--- src/rtl/cbs_pkg.sv ---
package cbs_pkg;
  typedef enum logic [2:0] {
    ST_IDLE,
    ST_ACCESS,
    ST_ACK,
    ST_WAIT_DS_HIGH,
    ST_RELEASE
  } bus_st_e;

  localparam logic [1:0] SZ_BYTE   = 2'b00;
  localparam logic [1:0] SZ_HALF_A = 2'b01;
  localparam logic [1:0] SZ_HALF_B = 2'b10;
  localparam logic [1:0] SZ_WORD   = 2'b11;

  typedef struct packed {
    logic       err;
    logic [3:0] lane_en;
  } xfer_dec_t;
endpackage

--- src/rtl/cbs_sync.sv ---
module cbs_sync #(
  parameter int          W   = 1,
  parameter logic [W-1:0] RST = '0
) (
  input  logic         clk_i,
  input  logic         rst_ni,
  input  logic [W-1:0] d_i,
  output logic [W-1:0] q_o
);
  logic [W-1:0] s1_q, s2_q;

  always_ff @(posedge clk_i or negedge rst_ni) begin
    if (!rst_ni) begin
      s1_q <= RST;
      s2_q <= RST;
    end else begin
      s1_q <= d_i;
      s2_q <= s1_q;
    end
  end

  assign q_o = s2_q;
endmodule

--- src/rtl/cbs_decode.sv ---
module cbs_decode
  import cbs_pkg::*;
#(
  parameter int AW       = 8,
  parameter int NUM_REGS = 8,
  localparam int IW      = AW - 2
) (
  input  logic [AW-1:0] addr_i,
  input  logic [1:0]    size_i,
  input  logic          half_mode_i,
  output logic [IW-1:0] idx_o,
  output xfer_dec_t     dec_o
);
  logic misalign, out_of_range;

  assign idx_o        = addr_i[AW-1:2];
  assign out_of_range = ({{(32-IW){1'b0}}, idx_o} >= 32'(NUM_REGS));

  always_comb begin
    misalign      = 1'b0;
    dec_o.lane_en = 4'b0000;
    if (half_mode_i) begin
      unique case (size_i)
        SZ_WORD:             misalign = 1'b1;
        SZ_HALF_A, SZ_HALF_B: dec_o.lane_en = addr_i[1] ? 4'b1100 : 4'b0011;
        default:             dec_o.lane_en = addr_i[1] ? 4'b0100 : 4'b0001;
      endcase
    end else begin
      unique case (size_i)
        SZ_WORD: begin
          misalign      = (addr_i[1:0] != 2'b00);
          dec_o.lane_en = 4'b1111;
        end
        SZ_HALF_A, SZ_HALF_B: begin
          misalign      = addr_i[0];
          dec_o.lane_en = addr_i[1] ? 4'b1100 : 4'b0011;
        end
        default: dec_o.lane_en = 4'b0001 << addr_i[1:0];
      endcase
    end
    dec_o.err = misalign | out_of_range;
  end
endmodule

--- src/rtl/cbs_regfile.sv ---
module cbs_regfile #(
  parameter int          NUM_REGS = 8,
  parameter int          IW       = 6,
  parameter logic [31:0] RST_BASE = 32'h1000_0000,
  parameter logic [31:0] RST_STEP = 32'h0001_0001
) (
  input  logic          clk_i,
  input  logic          rst_ni,
  input  logic          we_i,
  input  logic [IW-1:0] idx_i,
  input  logic [3:0]    lane_en_i,
  input  logic [31:0]   wdata_i,
  output logic [31:0]   rdata_o
);
  logic [31:0] regs_q [NUM_REGS];

  for (genvar i = 0; i < NUM_REGS; i++) begin : g_reg
    localparam logic [31:0] RST_VAL = RST_BASE + RST_STEP * 32'(i);
    logic hit;
    assign hit = we_i && (idx_i == IW'(i));
    for (genvar b = 0; b < 4; b++) begin : g_lane
      always_ff @(posedge clk_i or negedge rst_ni) begin
        if (!rst_ni)                  regs_q[i][8*b +: 8] <= RST_VAL[8*b +: 8];
        else if (hit && lane_en_i[b]) regs_q[i][8*b +: 8] <= wdata_i[8*b +: 8];
      end
    end
  end

  always_comb begin
    rdata_o = '0;
    for (int i = 0; i < NUM_REGS; i++) begin
      if (idx_i == IW'(i)) rdata_o = regs_q[i];
    end
  end
endmodule

--- src/rtl/cbs_fsm.sv ---
module cbs_fsm
  import cbs_pkg::*;
#(
  parameter int ACC_LAT = 2,
  localparam int CW     = $clog2(ACC_LAT + 1)
) (
  input  logic clk_i,
  input  logic rst_ni,
  input  logic cs_act_i,
  input  logic ds_act_i,
  input  logic rd_i,
  input  logic alt_ack_i,
  input  logic err_i,
  output logic launch_o,
  output logic rd_o,
  output logic wait_no_o,
  output logic dta_no_o,
  output logic berr_no_o,
  output logic ctl_oe_o,
  output logic data_oe_o
);
  bus_st_e       st_q, st_d;
  logic [CW-1:0] cnt_q;
  logic          rd_q, err_q, start;

  assign start    = cs_act_i && ds_act_i;
  assign launch_o = (st_q == ST_ACCESS) && cs_act_i && (cnt_q == CW'(ACC_LAT - 1));

  always_comb begin
    st_d = st_q;
    unique case (st_q)
      ST_IDLE:         if (start) st_d = ST_ACCESS;
      ST_ACCESS: begin
        if (!cs_act_i)    st_d = ST_RELEASE;
        else if (launch_o) st_d = ST_ACK;
      end
      ST_ACK:          st_d = (cs_act_i && ds_act_i) ? ST_WAIT_DS_HIGH : ST_RELEASE;
      ST_WAIT_DS_HIGH: if (!cs_act_i || !ds_act_i) st_d = ST_RELEASE;
      ST_RELEASE: begin
        if (!cs_act_i)     st_d = ST_IDLE;
        else if (ds_act_i) st_d = ST_ACCESS;  // back-to-back strobe
      end
      default:         st_d = ST_IDLE;
    endcase
  end

  always_ff @(posedge clk_i or negedge rst_ni) begin
    if (!rst_ni) begin
      st_q  <= ST_IDLE;
      cnt_q <= '0;
      rd_q  <= 1'b0;
      err_q <= 1'b0;
    end else begin
      st_q <= st_d;
      if (st_d == ST_ACCESS && st_q != ST_ACCESS) begin
        cnt_q <= '0;
        rd_q  <= rd_i;
      end else if (st_q == ST_ACCESS) begin
        cnt_q <= cnt_q + 1'b1;
      end
      if (launch_o) err_q <= err_i;
    end
  end

  logic ack_st;
  assign ack_st    = (st_q == ST_ACK) || (st_q == ST_WAIT_DS_HIGH);
  assign rd_o      = rd_q;
  assign ctl_oe_o  = (st_q != ST_IDLE);
  assign wait_no_o = (st_q != ST_ACCESS);
  assign berr_no_o = !(ack_st && err_q);
  assign dta_no_o  = !(ack_st && (!err_q || alt_ack_i));
  assign data_oe_o = rd_q && (ack_st || st_q == ST_RELEASE);
endmodule

--- src/rtl/cpu_bus_slave.sv ---
module cpu_bus_slave
  import cbs_pkg::*;
#(
  parameter int          AW       = 8,
  parameter int          NUM_REGS = 8,
  parameter int          ACC_LAT  = 2,
  parameter logic [31:0] RST_BASE = 32'h1000_0000,
  parameter logic [31:0] RST_STEP = 32'h0001_0001
) (
  input  logic          clk_i,
  input  logic          rst_ni,
  input  logic          cs_ni,
  input  logic          ds_ni,
  input  logic          rw_i,
  input  logic [AW-1:0] addr_i,
  input  logic [1:0]    size_i,
  input  logic [31:0]   wdata_i,
  input  logic          half_mode_i,
  input  logic          alt_ack_i,
  output logic [31:0]   rdata_o,
  output logic          data_oe_o,
  output logic          wait_no_o,
  output logic          dta_no_o,
  output logic          berr_no_o,
  output logic          ctl_oe_o
);
  localparam int IW = AW - 2;

  logic [2:0]    sync_q;
  logic          cs_act, ds_act, rd_sync, launch, rd_cyc;
  logic [IW-1:0] idx;
  xfer_dec_t     dec;
  logic [31:0]   wr_data, word, rd_mux, rdata_q;

  cbs_sync #(.W(3), .RST(3'b111)) u_sync (
    .clk_i (clk_i),
    .rst_ni(rst_ni),
    .d_i   ({cs_ni, ds_ni, rw_i}),
    .q_o   (sync_q)
  );

  assign cs_act  = !sync_q[2];
  assign ds_act  = !sync_q[1];
  assign rd_sync = sync_q[0];

  cbs_decode #(.AW(AW), .NUM_REGS(NUM_REGS)) u_dec (
    .addr_i     (addr_i),
    .size_i     (size_i),
    .half_mode_i(half_mode_i),
    .idx_o      (idx),
    .dec_o      (dec)
  );

  assign wr_data = half_mode_i ? {wdata_i[15:0], wdata_i[15:0]} : wdata_i;

  cbs_regfile #(
    .NUM_REGS(NUM_REGS), .IW(IW), .RST_BASE(RST_BASE), .RST_STEP(RST_STEP)
  ) u_rf (
    .clk_i    (clk_i),
    .rst_ni   (rst_ni),
    .we_i     (launch && !rd_cyc && !dec.err),
    .idx_i    (idx),
    .lane_en_i(dec.lane_en),
    .wdata_i  (wr_data),
    .rdata_o  (word)
  );

  cbs_fsm #(.ACC_LAT(ACC_LAT)) u_fsm (
    .clk_i    (clk_i),
    .rst_ni   (rst_ni),
    .cs_act_i (cs_act),
    .ds_act_i (ds_act),
    .rd_i     (rd_sync),
    .alt_ack_i(alt_ack_i),
    .err_i    (dec.err),
    .launch_o (launch),
    .rd_o     (rd_cyc),
    .wait_no_o(wait_no_o),
    .dta_no_o (dta_no_o),
    .berr_no_o(berr_no_o),
    .ctl_oe_o (ctl_oe_o),
    .data_oe_o(data_oe_o)
  );

  assign rd_mux = half_mode_i ? {16'h0000, (addr_i[1] ? word[31:16] : word[15:0])} : word;

  always_ff @(posedge clk_i or negedge rst_ni) begin
    if (!rst_ni)               rdata_q <= '0;
    else if (launch && rd_cyc) rdata_q <= rd_mux;
  end

  assign rdata_o = rdata_q;
endmodule

--- config.mk ---
export PLATFORM = sky130hd
export DESIGN_NAME = cpu_bus_slave
export DESIGN_NICKNAME = d
export VERILOG_FILES = /design/src/rtl/cbs_pkg.sv /design/src/rtl/cbs_sync.sv /design/src/rtl/cbs_decode.sv /design/src/rtl/cbs_regfile.sv /design/src/rtl/cbs_fsm.sv /design/src/rtl/cpu_bus_slave.sv
export SDC_FILE = /design/constraint.sdc
export NUM_CORES = 1
export LEC_CHECK = 0
export BUFFER_PORTS_ARGS = -buffer_cell sky130_fd_sc_hd__buf_2
export CAP_MARGIN = 30
export CORE_MARGIN = 2
export CORE_UTILIZATION = 31
export DETAILED_ROUTE_END_ITERATION = 8
export GPL_ROUTABILITY_DRIVEN = 0
export PLACE_DENSITY_LB_ADDON = 0.2
export SYNTH_ARGS = -nofsm -noshare
export SYNTH_HDL_FRONTEND = slang
export SYNTH_SLANG_ARGS = --single-unit
--- constraint.sdc ---
create_clock -name clk_i -period 2.5 [get_ports clk_i]
set_input_delay 0.5 -clock clk_i [delete_from_list [all_inputs] [get_ports clk_i]]
set_output_delay 0.5 -clock clk_i [all_outputs]
set_load 0.1 [all_outputs]
=== Word level (Yosys, flattened, before mapping) ===
Index checks and enable logic that the tools add are counted.

* Bits in registers: 301
* Input bits: 49
* Output and inout bits: 37
* Logic and storage cells: 156

* Add/subtract/negate cells: 1
* Magnitude comparators: 1
* Equal/unequal tests: 17
* Shifts and indexed selects: 1
* Mux-type cells: 29
* Bitwise operators: 1
* Reduce and logical (&&, ||, !) cells: 67

{| class="wikitable"
|+ Operators by type and width
! operator !! number
|-
| 32-bit 2-to-1 mux || 10
|-
| 1-bit logical AND || 50
|-
| 6-bit by 3-bit equality test with 1-bit output (second input constant) || 4
|-
| 3-bit 2-to-1 mux || 8
|-
| 16-bit 2-to-1 mux || 1
|-
| 4-bit case mux with 2 select lines || 2
|-
| 3-bit case mux with 5 select lines || 1
|-
| 6-bit by 2-bit equality test with 1-bit output (second input constant) || 2
|-
| 4-bit 2-to-1 mux || 2
|-
| 1-bit logical NOT || 7
|-
| 3-bit by 1-bit equality test with 1-bit output (second input constant) || 2
|-
| 3-bit by 2-bit equality test with 1-bit output (second input constant) || 2
|-
| 6-bit by 1-bit equality test with 1-bit output (second input constant) || 1
|-
| 6-bit by 4-bit greater-or-equal comparator with 1-bit output (second input constant) || 1
|-
| 6-bit logical NOT || 1
|-
| 2-bit by 1-bit equality test with 1-bit output (second input constant) || 2
|-
| 2-bit equality test (second input constant) || 2
|-
| 1-bit logical OR || 4
|-
| 2-bit 2-to-1 mux || 2
|-
| 2-bit nonzero test || 2
|-
| 1-bit by 2-bit << shifter with 4-bit output (first input constant) || 1
|-
| 3-bit equality test (second input constant) || 1
|-
| 3-bit logical NOT || 1
|-
| 3-bit by 1-bit != test with 1-bit output (second input constant) || 1
|-
| 6 further kinds || 7
|}

=== Depth between registers and ports, before layout ===
Gate-level depths: netlist of run 1.

* Depth after elaboration: 11
* Gate-level depth with buffers: 10

=== Cells and area by module ===
From an unflattened synthesis of run 1, not the netlist that was laid out.

* Cells, all modules: 1051
* Area total of the unflattened synthesis: 14346.3 um^2

{| class="wikitable"
|+ By module, submodules not included
! module !! times used !! cells an instance !! area an instance (um^2) !! seq. area each (um^2)
|-
| cbs_regfile || 1 || 790 || 11598.6 || 6446.2
|-
| cpu_bus_slave || 1 || 186 || 2000.7 || 800.8
|-
| cbs_fsm || 1 || 41 || 412.9 || 175.2
|-
| cbs_decode || 1 || 28 || 176.4 || 0.0
|-
| cbs_sync || 1 || 6 || 157.7 || 157.7
|}

=== Least setup slack after synthesis of run 1 ===
No wires, ideal clock.

* Path kind: in2out
* Start point: input port alt_ack_i
* End point: output port dta_no_o
* Arrival time: 2.602 ns
* Setup slack: -0.602 ns
* Stages on the path: 1
* Cell sequence: o21ai_0

* Word-level cells in the longest chain between the ends: 3

{| class="wikitable"
|+ RTL lines
! item !! RTL line !! text
|-
| start, declared || cpu_bus_slave.sv:19 || <nowiki>input logic alt_ack_i,</nowiki>
|-
| 1-bit logical OR || cbs_fsm.sv:71 || <nowiki>assign dta_no_o = !(ack_st && (!err_q || alt_ack_i));</nowiki>
|-
| 1-bit logical AND || cbs_fsm.sv:71 ||
|-
| 1-bit logical NOT || cbs_fsm.sv:71 ||
|-
| end, declared || cpu_bus_slave.sv:23 || <nowiki>output logic dta_no_o,</nowiki>
|}

No other way between the ends.

=== Worst setup path in the final report of run 1 ===
* Start point: register u_fsm.st_q[1]
* End point: register rdata_q[8] (netlist: rdata_o[8])

* Word-level cells in the longest chain between the ends: 4

{| class="wikitable"
|+ RTL lines
! item !! RTL line !! text
|-
| start, declared || cbs_fsm.sv:22 || <nowiki>bus_st_e st_q, st_d;</nowiki>
|-
| start signal, assigned || cbs_fsm.sv:54 || <nowiki>st_q <= st_d;</nowiki>
|-
| 3-bit by 1-bit equality test with 1-bit output || cbs_fsm.sv:27 || <nowiki>assign launch_o = (st_q == ST_ACCESS) && cs_act_i && (cnt_q == CW'(ACC_LAT - 1));</nowiki>
|-
| 1-bit logical AND (2 in series) || cbs_fsm.sv:27 ||
|-
| 1-bit logical AND || cpu_bus_slave.sv:89 || <nowiki>else if (launch && rd_cyc) rdata_q <= rd_mux;</nowiki>
|-
| end signal, assigned || cpu_bus_slave.sv:89 ||
|-
| end, declared || cpu_bus_slave.sv:33 || <nowiki>logic [31:0] wr_data, word, rd_mux, rdata_q;</nowiki>
|}

No other way between the ends.
A chain may end at the register's enable or synchronous reset.

==> results of run 1 <==
routing by layer:
layer  wire, um  track usage (%)  share of wire, %
met5         30                0             0.072
met4        646             3.78               1.5
met3       1700             2.96               4.1
met2      20000             29.5                48
met1      19500             24.9                47
worst max-delay path by stage:
stage | start | to | slack, ps | cells after the start
after CTS | u_fsm.st_q[1] | u_rf.regs_q[221] | 50 | 7
after floorplan | size_i[0] | u_rf.regs_q[216] | 1 | 7
after global routing | u_fsm.st_q[1] | rdata_o[8] | -20 | 8
final | u_fsm.st_q[1] | rdata_o[8] | 70 | 8
after global placement | size_i[0] | u_rf.regs_q[5] | -340 | 8
after detailed placement | size_i[0] | u_rf.regs_q[3] | -410 | 8
cells by family (layout without fill, tap and decap cells):
kind of cell | Yosys count | in the layout | share of synthesized area [%]
compound gates | 245 | 245 | 10.9
flops | 301 | 301 | 53.0
simple gates | 241 | 241 | 8.86
mux | 258 | 258 | 23.9
buf+inv | 110 | 301 | 3.12
fa+ha+maj | 3 | 3 | 0.263
state kept, by name, summed over array words and instances, names as in the netlist:
signal	flops
u_sync.q_o	3
u_sync.s1_q	3
u_rf.regs_q	256
rdata_o	32
u_fsm.rd_o	1
u_fsm.st_q	3
u_fsm.cnt_q	2
u_fsm.err_q	1
stage by stage:
| stage | utilization, % | cell area, sq um |
|---|---|---|
| 2_1_floorplan | - | 14300 |
| 3_3_place_gp | 36.2 | 16400 |
| 3_5_place_dp | 36.2 | 16400 |
| 4_1_cts | 38.7 | 17600 |
| 5_1_grt | 38.8 | 17600 |
| 6_report | 38.8 | 17600 |
placed cells by master (no fill, tap or decap), drive strengths merged, types with 8 or more instances in the layout:
master / Yosys / final
nand2: 61 / 61
or4: 8 / 8
a2bb2oi: 14 / 14
nand3b: 19 / 19
or2: 8 / 8
dfstp: 38 / 38
a22o: 16 / 16
a22oi: 15 / 15
a21oi: 16 / 16
nand2b: 8 / 8
nand3: 24 / 24
clkbuf: 54 / 55
o221a: 14 / 14
buf: 33 / 217
mux4: 48 / 48
o21ai: 153 / 153
mux2: 160 / 160
inv: 23 / 23
mux2i: 50 / 50
dfrtp: 263 / 263
nor2: 72 / 72
critical path: stages, from the launching register on:
cell,delay (ps)
sky130_fd_sc_hd__dfrtp_1,370
sky130_fd_sc_hd__buf_4,180
sky130_fd_sc_hd__nor4b_2,330
sky130_fd_sc_hd__buf_4,180
sky130_fd_sc_hd__nand3_1,340
sky130_fd_sc_hd__a21oi_1,240
sky130_fd_sc_hd__buf_4,270
sky130_fd_sc_hd__nand3_1,210
sky130_fd_sc_hd__o221a_2,180
power breakdown:
part | internal [mW] | switching (mW) | total (mW)
clock | 3.16 | 2.01 | 5.18
sequential | 5.06 | 0.142 | 5.20
combinational | 0.570 | 1.81 | 2.38
total | 8.80 | 3.96 | 12.8
what timing repair did:
item | CTS | global route
hold buffers | 1 | 0
hold endpoints to repair | 35 | 0
resized for setup | 1 | 5
setup endpoints to repair | 5 | 30
cell type report:
| type | count | area, sq um | area share (%) |
|---|---|---|---|
| clock buffers | 54 | 1080 | 6.12 |
| inverters | 23 | 86.3 | 0.489 |
| clock inverters | 5 | 78.8 | 0.447 |
| well taps | 600 | 751 | 4.26 |
| multi-input cells | 747 | 6340 | 35.9 |
| repair buffers | 219 | 1730 | 9.81 |
| flip-flops and latches | 301 | 7580 | 43.0 |
==> impl_metrics.xml, run 1 <==
<?xml version="1.0" encoding="UTF-8"?>
<metrics>
  <group name="worst_setup_path">
    <metric name="worstSetupStartpointType" unit="">register</metric>
    <metric name="worst_r2r_startpoint" unit="">u_fsm.st_q[1]</metric>
    <metric name="criticalPathCategory" unit="">reg -&gt; reg</metric>
    <metric name="largest_driver_fanout_on_the_critical_path" unit="">15</metric>
    <metric name="reg2reg_setup_slack" unit="ps">70</metric>
    <metric name="timing.reg2reg.worst_path_depth" unit="">8</metric>
    <metric name="worstPathArrival" unit="ps">2830</metric>
    <metric name="nature_of_the_critical_path_endpoint" unit="">register</metric>
    <metric name="critical_path_required" unit="ps">2900</metric>
    <metric name="critical_path.reg2reg.endpoint" unit="">rdata_o[8]</metric>
  </group>
  <group name="yosys">
    <metric name="synth_enable_flop_cells" unit="">0</metric>
    <metric name="synth.yosys.warnings" unit="">0</metric>
    <metric name="ys_types" unit="">65</metric>
    <metric name="netlist_top_cells_area" unit="">sky130_fd_sc_hd__dfrtp_1, sky130_fd_sc_hd__mux2_2, sky130_fd_sc_hd__mux4_2</metric>
    <metric name="synth_largest_area_cell" unit="">sky130_fd_sc_hd__dfrtp_1</metric>
    <metric name="yosysMostFrequentCell" unit="">sky130_fd_sc_hd__dfrtp_1</metric>
    <metric name="synth_nets" unit="">1210</metric>
    <metric name="synthTopCellsByCount" unit="">sky130_fd_sc_hd__dfrtp_1, sky130_fd_sc_hd__mux2_2, sky130_fd_sc_hd__o21ai_0</metric>
    <metric name="synthesis.area_per_instance" unit="sq um">12.3</metric>
    <metric name="synth_seq_cells" unit="">301</metric>
    <metric name="synth_largest_type_area_fraction" unit="%">46.0</metric>
    <metric name="syn-instance-count" unit="">1158</metric>
    <metric name="synth_async_sr_flop_share" unit="%">100</metric>
    <metric name="synth-main-ff-cell" unit="">sky130_fd_sc_hd__dfrtp_1</metric>
    <metric name="area_of_the_mapped_netlist" unit="sq um">14300</metric>
    <metric name="seq_area_frac_synth" unit="%">53.0</metric>
  </group>
  <group name="hold_path">
    <metric name="hold_end" unit="">u_sync.s1_q[0]</metric>
    <metric name="hold_path_depth" unit="">1</metric>
    <metric name="worst_hold_path_type" unit="">in -&gt; reg</metric>
    <metric name="hold_path.startpoint" unit="">rw_i</metric>
  </group>
  <group name="placed_design">
    <metric name="post-dp-hpwl" unit="mm">28.8</metric>
    <metric name="numPortBuffers" unit="">85</metric>
    <metric name="placed_cells_incl_taps" unit="">1889</metric>
    <metric name="placement.setup.worst_slack" unit="ps">-413</metric>
  </group>
  <group name="pwr">
    <metric name="cellPowerDensity" unit="nW/um^2">723</metric>
    <metric name="power" unit="mW">12.8</metric>
    <metric name="p_leak" unit="nW">8.22</metric>
    <metric name="peak_ir_drop_on_the_vdd_network" unit="V">0.000810</metric>
  </group>
  <group name="clocking">
    <metric name="tritoncts.num_buffers" unit="">35</metric>
    <metric name="worst_skew_pair.late_latency" unit="ps">530</metric>
    <metric name="clkSlewWorstSetupHoldPaths" unit="ps">60</metric>
    <metric name="post_cts.repair.setup_buffers" unit="">0</metric>
    <metric name="tritoncts" unit="">built</metric>
    <metric name="cts_max_level" unit="">2</metric>
    <metric name="cts_num_sinks" unit="">301</metric>
    <metric name="cts_root_buf" unit="">sky130_fd_sc_hd__clkbuf_16</metric>
    <metric name="cts_max_path_buffers" unit="">3</metric>
  </group>
  <group name="global_route">
    <metric name="grt_pass1_wl" unit="mm">64.9</metric>
    <metric name="grt_antenna_before_repair" unit="">2</metric>
    <metric name="grt_start_max_net_pins" unit="">74</metric>
    <metric name="grt_use_total" unit="%">17.9</metric>
    <metric name="grt_pass1_vias" unit="">10400</metric>
    <metric name="overflow" unit="">0</metric>
  </group>
  <group name="timing">
    <metric name="report.final.hold_viol_count" unit="">0</metric>
    <metric name="max_slew_headroom" unit="%">50.1</metric>
    <metric name="fin_tns_setup" unit="ps">0</metric>
    <metric name="final_period_minus_worst_setup_slack" unit="ps">2430</metric>
    <metric name="final_max_slew_viol_count" unit="">0</metric>
    <metric name="timing.final.setup_violations" unit="">0</metric>
    <metric name="timing_worst_slew_pin_value" unit="ps">727</metric>
    <metric name="layout_worst_path_cycle_share" unit="%">97.2</metric>
    <metric name="achievable-frequency" unit="MHz">412</metric>
    <metric name="hold-worst-slack" unit="ps">72.7</metric>
    <metric name="clock-skew-final" unit="ps">23.0</metric>
    <metric name="final.setup.worst_slack" unit="ps">70.8</metric>
  </group>
  <group name="run_status">
    <metric name="outcome" unit="">finished, final reports clean</metric>
  </group>
  <group name="floorplanning">
    <metric name="die_h" unit="um">219</metric>
    <metric name="io-pin-count" unit="">86</metric>
    <metric name="core_box_area" unit="sq um">45500</metric>
    <metric name="num_rows" unit="">78</metric>
    <metric name="die-area" unit="sq um">47900</metric>
    <metric name="die_w" unit="um">219</metric>
    <metric name="start_util" unit="%">31.4</metric>
  </group>
  <group name="layout">
    <metric name="final_layout_size_suffix_gt1_share" unit="%">40.1</metric>
    <metric name="insertedDiodeCount" unit="">0</metric>
    <metric name="nFillCells" unit="">4469</metric>
    <metric name="number_of_nets_in_the_layout" unit="">1379</metric>
    <metric name="finalNonFillerCells" unit="">1949</metric>
    <metric name="areaGrowthSynthToFinish" unit="%">23.4</metric>
  </group>
  <group name="flow_run">
    <metric name="max_cap_viol_count" unit="">0</metric>
  </group>
  <group name="drt">
    <metric name="detailedRoute.firstPassIterationCount" unit="">5</metric>
    <metric name="viasPerCell" unit="">5.10</metric>
    <metric name="drt_iter0_drc" unit="">581</metric>
    <metric name="vias" unit="">9943</metric>
    <metric name="antenna_nets_post_route" unit="">0</metric>
    <metric name="wl_per_cell" unit="um">21.5</metric>
    <metric name="totalWireLength" unit="mm">41.9</metric>
    <metric name="drc_violation_count_after_routing" unit="">0</metric>
  </group>
</metrics>
(Power assumes the default switching activity.)
==> run 2: changes to the inputs <==
--- a/config.mk
+++ b/config.mk
@@ -14,4 +14,5 @@
 export PLACE_DENSITY_LB_ADDON = 0.2
 export SYNTH_ARGS = -nofsm -noshare
 export SYNTH_HDL_FRONTEND = slang
+export SYNTH_HIERARCHICAL = 1
 export SYNTH_SLANG_ARGS = --single-unit
==> run 2 against run 1 <==
Compared with the run above: routed wire length shrank 2.0%; combinational power is 44% higher; first-iteration DRC count rose by 9.0%; synthesized area increased by 0.33%; critical path type is now reg -> out; critical endpoint is now ctl_oe_o.
==> impl_metrics.xml, run 2 <==
<?xml version="1.0" encoding="UTF-8"?>
<metrics>
  <group name="floorplanning">
    <metric name="die-area" unit="sq um">48000</metric>
    <metric name="num_rows" unit="">78</metric>
    <metric name="core_box_area" unit="sq um">45600</metric>
    <metric name="die_h" unit="um">219</metric>
    <metric name="start_util" unit="%">31.5</metric>
    <metric name="die_w" unit="um">219</metric>
    <metric name="io-pin-count" unit="">86</metric>
  </group>
  <group name="yosys">
    <metric name="synth.yosys.warnings" unit="">6</metric>
    <metric name="synth_largest_area_cell" unit="">sky130_fd_sc_hd__dfrtp_1</metric>
    <metric name="synth_nets" unit="">1103</metric>
    <metric name="synth_largest_type_area_fraction" unit="%">45.9</metric>
    <metric name="synth_seq_cells" unit="">301</metric>
    <metric name="synth-main-ff-cell" unit="">sky130_fd_sc_hd__dfrtp_1</metric>
    <metric name="synthesis.area_per_instance" unit="sq um">13.7</metric>
    <metric name="netlist_top_cells_area" unit="">sky130_fd_sc_hd__dfrtp_1, sky130_fd_sc_hd__mux2_2, sky130_fd_sc_hd__dfstp_2</metric>
    <metric name="yosysMostFrequentCell" unit="">sky130_fd_sc_hd__mux2_2</metric>
    <metric name="area_of_the_mapped_netlist" unit="sq um">14300</metric>
    <metric name="seq_area_frac_synth" unit="%">52.8</metric>
    <metric name="syn-instance-count" unit="">1051</metric>
    <metric name="synthTopCellsByCount" unit="">sky130_fd_sc_hd__mux2_2, sky130_fd_sc_hd__dfrtp_1, sky130_fd_sc_hd__dfstp_2</metric>
    <metric name="synth_async_sr_flop_share" unit="%">100</metric>
    <metric name="synth_enable_flop_cells" unit="">0</metric>
    <metric name="ys_types" unit="">57</metric>
  </group>
  <group name="worst_setup_path">
    <metric name="criticalPathCategory" unit="">reg -&gt; out</metric>
    <metric name="critical_path.reg2reg.endpoint" unit="">u_rf/regs_q[3]</metric>
    <metric name="crit_path_slowest_cell" unit="">sky130_fd_sc_hd__or3_2</metric>
    <metric name="reg2reg_setup_slack" unit="ps">150</metric>
    <metric name="critical_path_required" unit="ps">2000</metric>
    <metric name="largest_driver_fanout_on_the_critical_path" unit="">8</metric>
    <metric name="cp_cell_sequence" unit="">buf_4, or3_2, buf_2</metric>
    <metric name="nature_of_the_critical_path_endpoint" unit="">output port</metric>
    <metric name="worstPathArrival" unit="ps">1890</metric>
    <metric name="worstSetupStartpointType" unit="">register</metric>
    <metric name="startpoint" unit="">u_fsm/st_q[2]</metric>
    <metric name="timing.reg2reg.worst_path_depth" unit="">10</metric>
    <metric name="crit_path_max_incr_delay" unit="ps">470</metric>
    <metric name="worst_r2r_startpoint" unit="">u_fsm/st_q[1]</metric>
  </group>
  <group name="clocking">
    <metric name="tritoncts.num_buffers" unit="">37</metric>
    <metric name="cts_num_sinks" unit="">301</metric>
    <metric name="worst_skew_pair.late_latency" unit="ps">550</metric>
    <metric name="clkSlewWorstSetupHoldPaths" unit="ps">50</metric>
    <metric name="tritoncts" unit="">built</metric>
    <metric name="cts_max_path_buffers" unit="">3</metric>
    <metric name="cts_root_buf" unit="">sky130_fd_sc_hd__clkbuf_16</metric>
    <metric name="cts_max_level" unit="">2</metric>
  </group>
  <group name="timing">
    <metric name="report.final.hold_viol_count" unit="">0</metric>
    <metric name="final_period_minus_worst_setup_slack" unit="ps">2390</metric>
    <metric name="grt_setup_unrepaired" unit="">false</metric>
    <metric name="final.setup.worst_slack" unit="ps">113</metric>
    <metric name="final_max_slew_viol_count" unit="">0</metric>
    <metric name="clock-skew-final" unit="ps">18.7</metric>
    <metric name="max_slew_headroom" unit="%">49.1</metric>
    <metric name="layout_worst_path_cycle_share" unit="%">95.5</metric>
    <metric name="fin_tns_setup" unit="ps">0</metric>
    <metric name="timing.final.setup_violations" unit="">0</metric>
    <metric name="achievable-frequency" unit="MHz">419</metric>
    <metric name="timing_worst_slew_pin_value" unit="ps">764</metric>
    <metric name="hold-worst-slack" unit="ps">56.7</metric>
  </group>
  <group name="pwr">
    <metric name="power.clock.fraction" unit="%">37.7</metric>
    <metric name="switching_share" unit="%">35.9</metric>
    <metric name="seq_power_share" unit="%">37.9</metric>
    <metric name="p_switching" unit="mW">5.06</metric>
    <metric name="cell_internal_pwr" unit="mW">9.03</metric>
    <metric name="p_leak" unit="nW">8.17</metric>
    <metric name="power" unit="mW">14.1</metric>
    <metric name="cellPowerDensity" unit="nW/um^2">788</metric>
    <metric name="combinationalPowerShare" unit="%">24.3</metric>
    <metric name="peak_ir_drop_on_the_vdd_network" unit="V">0.00100</metric>
  </group>
  <group name="layout">
    <metric name="most_common_library_cell_in_the_layout_ignoring_fill_and_taps" unit="">sky130_fd_sc_hd__mux2_2</metric>
    <metric name="finalCoreUtilization" unit="%">39.3</metric>
    <metric name="most-common-layout-cells" unit="">sky130_fd_sc_hd__mux2_2, sky130_fd_sc_hd__dfrtp_1, sky130_fd_sc_hd__buf_4</metric>
    <metric name="largest_reg_flops" unit="">256</metric>
    <metric name="areaGrowthSynthToFinish" unit="%">24.7</metric>
    <metric name="top_register" unit="">u_rf/regs_q</metric>
    <metric name="final_layout_size_suffix_gt1_share" unit="%">55.2</metric>
    <metric name="post-route-cell-area" unit="sq um">17900</metric>
    <metric name="number_of_nets_in_the_layout" unit="">1281</metric>
    <metric name="finalNonFillerCells" unit="">1859</metric>
  </group>
  <group name="placed_design">
    <metric name="place_area" unit="sq um">16600</metric>
    <metric name="placement.setup.worst_slack" unit="ps">-383</metric>
    <metric name="placed_cells_incl_taps" unit="">1788</metric>
    <metric name="post-dp-hpwl" unit="mm">29.4</metric>
    <metric name="numPortBuffers" unit="">85</metric>
  </group>
  <group name="global_route">
    <metric name="grt_antenna_before_repair" unit="">5</metric>
    <metric name="grt_pass1_vias" unit="">9955</metric>
    <metric name="overflow" unit="">0</metric>
    <metric name="globalRouteMet2Util" unit="%">26.5</metric>
    <metric name="grt_start_max_net_pins" unit="">69</metric>
    <metric name="grt_util_met1" unit="%">26.3</metric>
    <metric name="grt_use_total" unit="%">17.7</metric>
    <metric name="grt_pass1_wl" unit="mm">63.7</metric>
    <metric name="met3_routing_resource_usage_after_global_routing" unit="%">3.10</metric>
    <metric name="grt_most_used_layer" unit="">met2</metric>
  </group>
  <group name="drt">
    <metric name="detailedRoute.firstPassIterationCount" unit="">5</metric>
    <metric name="wl_per_cell" unit="um">22.1</metric>
    <metric name="drt_iter0_drc" unit="">633</metric>
    <metric name="antenna_nets_post_route" unit="">0</metric>
    <metric name="drc_violation_count_after_routing" unit="">0</metric>
    <metric name="vias" unit="">9441</metric>
    <metric name="totalWireLength" unit="mm">41.0</metric>
    <metric name="viasPerCell" unit="">5.08</metric>
  </group>
  <group name="hold_path">
    <metric name="worst_hold_path_type" unit="">in -&gt; reg</metric>
    <metric name="hold_end" unit="">u_sync/s1_q[1]</metric>
    <metric name="hold_path_depth" unit="">1</metric>
    <metric name="hold_path.startpoint" unit="">ds_ni</metric>
  </group>
  <group name="flow_run">
    <metric name="max_cap_viol_count" unit="">0</metric>
  </group>
  <group name="run_status">
    <metric name="outcome" unit="">finished, final reports clean</metric>
  </group>
</metrics>
## run 2: cell count changes after synthesis, moves of 19 or more
| cell | previous run | this run |
|---|---|---|
| sky130_fd_sc_hd__mux2i_1 | 50 | 18 |
| sky130_fd_sc_hd__mux2_2 | 131 | 296 |
| sky130_fd_sc_hd__o21ai_0 | 107 | 32 |
| sky130_fd_sc_hd__nand2_1 | 58 | 28 |
| sky130_fd_sc_hd__clkbuf_1 | 53 | 20 |
| sky130_fd_sc_hd__o21ai_1 | 38 | 8 |
| sky130_fd_sc_hd__mux4_2 | 48 | 18 |
| sky130_fd_sc_hd__nor2_1 | 67 | 5 |
| sky130_fd_sc_hd__a21oi_1 | 16 | 35 |
## run 2: routing by layer
layer | wire (um) | vias to the layer above
met4 | 837 | 0
met1 | 21000 | 4877
met3 | 1500 | 64
li1 | - | 4306
met5 | 0 | -
met2 | 17700 | 194
## run 2: cells by family (layout without fill, tap and decap cells)
| logic type | count (synthesis) | in the layout | share of synthesized area (%) |
|---|---|---|---|
| adder cells (fa/ha/maj) | 3 | 3 | 0.262 |
| multiplexers | 339 | 339 | 27.9 |
| AND/OR/NAND/NOR | 127 | 127 | 5.79 |
| AO/OA/AOI/OAI | 191 | 191 | 10.0 |
| buffers and inverters | 90 | 297 | 3.20 |
| other | 0 | 1 | 0 |
| flip-flops | 301 | 301 | 52.8 |
## run 2: critical path, delay by kind of cell, from the launching register on
family	cells	cell delay, ps
DFF	1	400
and+or+nand+nor	1	470
buffers and inverters	2	470
## run 2: area by class of cell
type	count	area, sq um
Clock inverter	4	26.3
Timing Repair Buffer	204	1740
Antenna cell	1	2.50
Tap cell	600	751
Fill cell	4369	27700
Inverter	25	106
Multi-Input combinational cell	660	6510
Clock buffer	64	1180
Sequential cell	301	7580
## run 2: what timing repair did
action / in CTS / in global routing
hold endpoints to repair: 41 / 0
setup endpoints to repair: 0 / 6
setup buffers: 0 / 1
gates resized for setup: 0 / 1
hold buffers: 1 / 0
## run 2: power groups by stage
stage               registers (mW)  logic [mW]  clock network [mW]
floorplan                     7.16       0.908                   0
global placement              5.43        3.43                   0
detailed placement            5.43        3.45                   0
CTS                           5.35        3.45                5.49
global route                  5.38        3.61                5.67
finish                        5.35        3.43                5.31
## run 2: how the worst max path moves through the flow
stage                  endpoint  slack (ps)  cells after the start
3_3_place_gp    u_rf/regs_q[76]        -350                     12
3_5_place_dp    u_rf/regs_q[76]        -380                     12
2_1_floorplan  u_rf/regs_q[197]        -120                     10
4_1_cts                ctl_oe_o          70                      3
6_report               ctl_oe_o         110                      3
5_1_grt         u_rf/regs_q[70]          10                      9
